### src/rtl/evt_fifo_pkg.sv
package evt_fifo_pkg;
  parameter int unsigned DEF_NCH = 4;
  parameter int unsigned DEF_CW  = 16;
  parameter int unsigned DEF_DLY = 3;

  function automatic int unsigned word_width(int unsigned nch, int unsigned cw);
    return nch + cw;
  endfunction
endpackage

### src/rtl/evt_edge_extract.sv
module evt_edge_extract #(
  parameter int unsigned DLY = evt_fifo_pkg::DEF_DLY
) (
  input  logic clk,
  input  logic rst,
  input  logic sig,
  input  logic win,
  output logic start,
  output logic req
);
  logic [DLY-1:0] dly;
  logic           armed;
  logic           chg_now;
  logic           stretch;

  always_ff @(posedge clk) begin
    if (rst) dly <= '0;
    else     dly <= {dly[DLY-2:0], sig};
  end

  // first cycle of a change, and the DLY-wide stretched version
  assign chg_now = sig ^ dly[0];
  assign stretch = sig ^ dly[DLY-1];

  // a stretched pulse only counts if its change was seen inside the window
  always_ff @(posedge clk) begin
    if (rst)          armed <= 1'b0;
    else if (chg_now) armed <= win;
  end

  assign start = chg_now & win;
  assign req   = stretch & (chg_now ? win : armed);
endmodule

### src/rtl/evt_stamp_counter.sv
module evt_stamp_counter #(
  parameter int unsigned CW = evt_fifo_pkg::DEF_CW
) (
  input  logic          clk,
  input  logic          rst,
  input  logic          win,
  output logic [CW-1:0] stamp
);
  logic          win_q;
  logic [CW-1:0] cnt;

  assign stamp = (win & ~win_q) ? '0 : cnt;

  always_ff @(posedge clk) begin
    if (rst) begin
      win_q <= 1'b0;
      cnt   <= '0;
    end else begin
      win_q <= win;
      cnt   <= stamp + CW'(1);
    end
  end
endmodule

### src/rtl/evt_merge_writer.sv
module evt_merge_writer #(
  parameter int unsigned NCH = evt_fifo_pkg::DEF_NCH,
  parameter int unsigned CW  = evt_fifo_pkg::DEF_CW
) (
  input  logic              clk,
  input  logic              rst,
  input  logic [NCH-1:0]    start,
  input  logic [NCH-1:0]    req,
  input  logic [CW-1:0]     stamp,
  output logic [CW+NCH-1:0] data,
  output logic              wr_n
);
  logic act;
  logic act_q;

  assign act = |req;

  always_ff @(posedge clk) begin
    if (rst) begin
      act_q <= 1'b0;
      data  <= '0;
    end else begin
      act_q <= act;
      if (act && !act_q)
        data <= {stamp, start};
      else if (act)
        data[NCH-1:0] <= data[NCH-1:0] | start;
    end
  end

  // strobe re-timed onto the falling edge
  always_ff @(negedge clk) begin
    if (rst) wr_n <= 1'b1;
    else     wr_n <= ~act_q;
  end
endmodule

### src/rtl/evt_fifo_writer.sv
module evt_fifo_writer #(
  parameter int unsigned NCH = evt_fifo_pkg::DEF_NCH,
  parameter int unsigned CW  = evt_fifo_pkg::DEF_CW,
  parameter int unsigned DLY = evt_fifo_pkg::DEF_DLY
) (
  input  logic              clk,
  input  logic              rst,
  input  logic [NCH-1:0]    ch_in,
  input  logic              win,
  output logic [CW+NCH-1:0] fifo_data,
  output logic              fifo_wr_n
);
  localparam int unsigned DW = evt_fifo_pkg::word_width(NCH, CW);

  logic [NCH-1:0] ch_start;
  logic [NCH-1:0] ch_req;
  logic [CW-1:0]  cur_stamp;
  logic [DW-1:0]  word;

  for (genvar i = 0; i < NCH; i++) begin : g_ch
    evt_edge_extract #(.DLY(DLY)) u_edge (
      .clk   (clk),
      .rst   (rst),
      .sig   (ch_in[i]),
      .win   (win),
      .start (ch_start[i]),
      .req   (ch_req[i])
    );
  end

  evt_stamp_counter #(.CW(CW)) u_cnt (
    .clk   (clk),
    .rst   (rst),
    .win   (win),
    .stamp (cur_stamp)
  );

  evt_merge_writer #(.NCH(NCH), .CW(CW)) u_merge (
    .clk   (clk),
    .rst   (rst),
    .start (ch_start),
    .req   (ch_req),
    .stamp (cur_stamp),
    .data  (word),
    .wr_n  (fifo_wr_n)
  );

  assign fifo_data = word;
endmodule

### config.mk
export PLATFORM = sky130hd
export DESIGN_NAME = evt_fifo_writer
export DESIGN_NICKNAME = d
export VERILOG_FILES = /design/src/rtl/evt_fifo_pkg.sv /design/src/rtl/evt_edge_extract.sv /design/src/rtl/evt_stamp_counter.sv /design/src/rtl/evt_merge_writer.sv /design/src/rtl/evt_fifo_writer.sv
export SDC_FILE = /design/constraint.sdc
export NUM_CORES = 1
export LEC_CHECK = 0
export BUFFER_PORTS_ARGS = -buffer_cell sky130_fd_sc_hd__buf_2
export CORE_UTILIZATION = 35
export DETAILED_ROUTE_END_ITERATION = 8
export PLACE_DENSITY_LB_ADDON = 0.08
export SYNTH_ARGS = -nofsm -noshare
export SYNTH_HDL_FRONTEND = slang
export SYNTH_SLANG_ARGS = --single-unit
### constraint.sdc
create_clock -name clk -period 2.55 [get_ports clk]
set_clock_uncertainty 0.05 [all_clocks]
set_input_delay 0.255 -clock clk [delete_from_list [all_inputs] [get_ports clk]]
set_output_delay 0.255 -clock clk [all_outputs]
set_load 0.02 [all_outputs]
==> impl_metrics.py <==
metrics = {
    "status": {
        "status": "complete, no violations",
    },
    "synthesis": {
        "ys_async_sr_fraction_pct": 0,
        "synth_edf_count": 0,
        "synth_area_sq_mm": 0.00258,
        "synth_seq_cells": 55,
        "seq_area_frac_synth_pct": 42.6,
        "synthFlopType": "dfxtp_1",
        "syn_nets": 307,
        "syn_inst": 299,
        "ys_warn_count": 0,
        "synth_cell_type_count": 41,
        "avgSynthCellArea_sq_um": 8.64,
    },
    "clock_tree": {
        "clock_sinks": 55,
        "cts_setup_buffers": 0,
        "clockBufferDepth": 2,
        "clock-root-buffer": "clkbuf_8",
        "cts_resized": 0,
        "h-tree-depth": 2,
        "clkTransAtPathRegs_ns": 0.10,
        "cts-buffers-inserted": 5,
        "hold_buffers": 0,
        "worstSkewPairLatency_ns": 0.31,
        "cts_tree": "built",
    },
    "critical_path": {
        "critical_path_buf_inv_count": 1,
        "path_depth": 1,
        "slowest_delay_ns": 0.29,
        "worstPathMaxFanout": 1,
        "rr_worst_depth": 6,
        "path_delay_family": "flip-flops",
        "path_cells": "buf_2",
        "timing.rr.start": "g_ch[1].u_edge.dly[0]",
        "required_ns": 2.25,
        "critPathKind": "flop to output pin",
        "r2r_end": "u_merge.data[5]",
        "crit_arrival_ns": 2.08,
        "end_kind": "output pin",
        "rrSetupSlack_ns": 0.31,
        "cp_slowest_cell": "dfxtp_1",
        "startpoint_type": "flop",
    },
    "final_layout": {
        "syn2layout_area_growth_pct": 13.1,
        "nFillCells": 710,
        "layout_commonest_cell": "dfxtp_1",
        "layout_common_cells": "55 x dfxtp_1, 31 x and3_1, 27 x buf_2, 23 x nor2_1, 19 x nand3_1",
        "drive_gt1_share_pct": 14.6,
        "n_antenna_cell": 0,
        "fin_area_sq_mm": 0.00292,
        "nets": 328,
    },
    "floorplan": {
        "ios": 28,
        "die-height_microns": 87.9,
        "rows": 30,
        "start_util_pct": 37.2,
        "die_area_sq_mm": 0.00773,
        "core_sq_mm": 0.00694,
        "chipWidth_microns": 87.9,
    },
    "power": {
        "peakVddDrop_mv": 0.250,
        "leakage_nw": 1.23,
        "p_per_area_mw_per_mm2": 554,
    },
    "timing": {
        "hold_viol_final": 0,
        "max_slew_margin_pct": 73.2,
        "fin_tns_setup_ns": 0,
        "worstMarginPinSlew_ns": 0.401,
        "rsz0062_at_grt": "no",
        "maxSlewViolCount": 0,
        "setup_viol_count_final": 0,
    },
    "detailed_routing": {
        "drtPass1Iterations": 4,
        "route.detailed.drc": 0,
        "via_per_inst": 5.24,
        "routed_wl_microns": 6300,
        "first_iter_violations": 80,
        "vias": 2186,
        "final_antenna_net_count": 0,
        "routedWlPerCell_microns": 15.1,
    },
    "grt": {
        "grt_pass1_wl_microns": 10300,
        "grt-ovfl-total": 0,
        "grt_pass1_vias": 1983,
        "grtUsageTotal_pct": 17.5,
        "grt_max_degree": 42,
        "antenna_found_initial": 0,
    },
    "placed_design": {
        "place_congestion": 0.709,
        "dpl_cell_area_sq_mm": 0.00283,
        "portBuffers": 27,
        "dp_hpwl_microns": 4120,
    },
    "hold_path": {
        "min_from": "ch_in[0]",
        "hold_depth": 2,
        "whs_endpoint": "g_ch[0].u_edge.dly[0]",
        "hold_path.class": "primary input to flop",
    },
    "job": {
        "max_cap_viol_count": 0,
    },
}
-- per-stage QoR --
step / hold slack, ns / std cells / total power, mW / utilization (%) / setup WS, ns
after floorplan: 0.333 / 299 / 1.07 / - / 0.231
after global placement: 0.371 / 409 / 1.14 / 40.7 / 0.344
after detailed placement: 0.372 / 409 / 1.14 / 40.7 / 0.311
after CTS: 0.144 / 417 / 1.64 / 42.1 / 0.160
after global routing: 0.158 / 417 / 1.71 / 42.1 / 0.0917
final: 0.151 / 417 / 1.62 / 42.1 / 0.170
-- synth_stat cells, types with 2 or more instances --
master	number	area share (%)
dfxtp_1	55	43
and3_1	31	7.5
nor2_1	23	3.3
clkbuf_1	20	2.9
nand3_1	19	3.7
inv_1	15	2.2
nand2_1	15	2.2
nor2b_1	14	3.4
o41ai_1	12	4.1
xnor2_1	12	4.1
a31oi_1	11	2.7
mux2i_1	7	2.7
nand2b_1	6	1.5
o21ai_0	6	1.2
nor3_1	5	0.97
xor2_1	5	1.7
nor3b_1	4	1.2
a21oi_1	3	0.58
a32oi_1	3	1.0
and2_1	3	0.73
nand4_1	3	0.73
o311ai_0	3	1.0
a211o_1	2	0.68
and3b_1	2	0.68
and4_1	2	0.68
nor4_1	2	0.48
o22ai_1	2	0.48
-- where the power goes --
group	internal [mW]	switching [mW]	leakage (nW)
Clock	0.222	0.284	0.0536
Sequential	0.885	0.0182	0.448
Combinational	0.0697	0.140	0.732
-- layout make-up --
type	count	area, sq um	area share, %
sequential	55	1100	37.7
inverter	14	52.6	1.80
tap	96	120	4.11
multi-input combinational	207	1350	46.2
clock buffer	7	86.3	2.96
clock inverter	2	8.76	0.300
timing repair buffer	36	203	6.94
-- state kept, by name, indices dropped and copies added, names as in the netlist --
register / cells
u_merge.data: 20
u_cnt.cnt: 16
g_ch.u_edge.dly: 12
g_ch.u_edge.armed: 4
u_cnt.win_q: 1
u_merge.act_q: 1
u_merge.wr_n: 1
-- cells by family after synthesis --
| group | share of synthesized area [%] |
|---|---|
| compound gates | 13.9 |
| xor+xnor | 5.77 |
| fa+ha+maj | 0.484 |
| buf+inv | 5.67 |
| flops | 42.6 |
| mux | 2.71 |
| simple gates | 28.9 |
-- per-layer routing --
layer	GRT usage, %	vias up	share of wire, %
li1	-	1111	-
met1	25.2	1037	52
met2	26.8	33	45
met3	2.92	5	2.5
met4	4.47	0	0.83
met5	0	-	0
-- worst max-delay path by stage --
stage / start / endpoint
final: u_merge.wr_n / fifo_wr_n
after global routing: u_merge.wr_n / fifo_wr_n
after CTS: u_merge.wr_n / fifo_wr_n
after detailed placement: ch_in[1] / u_merge.data[8]
after global placement: ch_in[1] / u_merge.data[6]
after floorplan: rst / u_merge.wr_n
No activity file was read; power rests on OpenSTA's default activity.
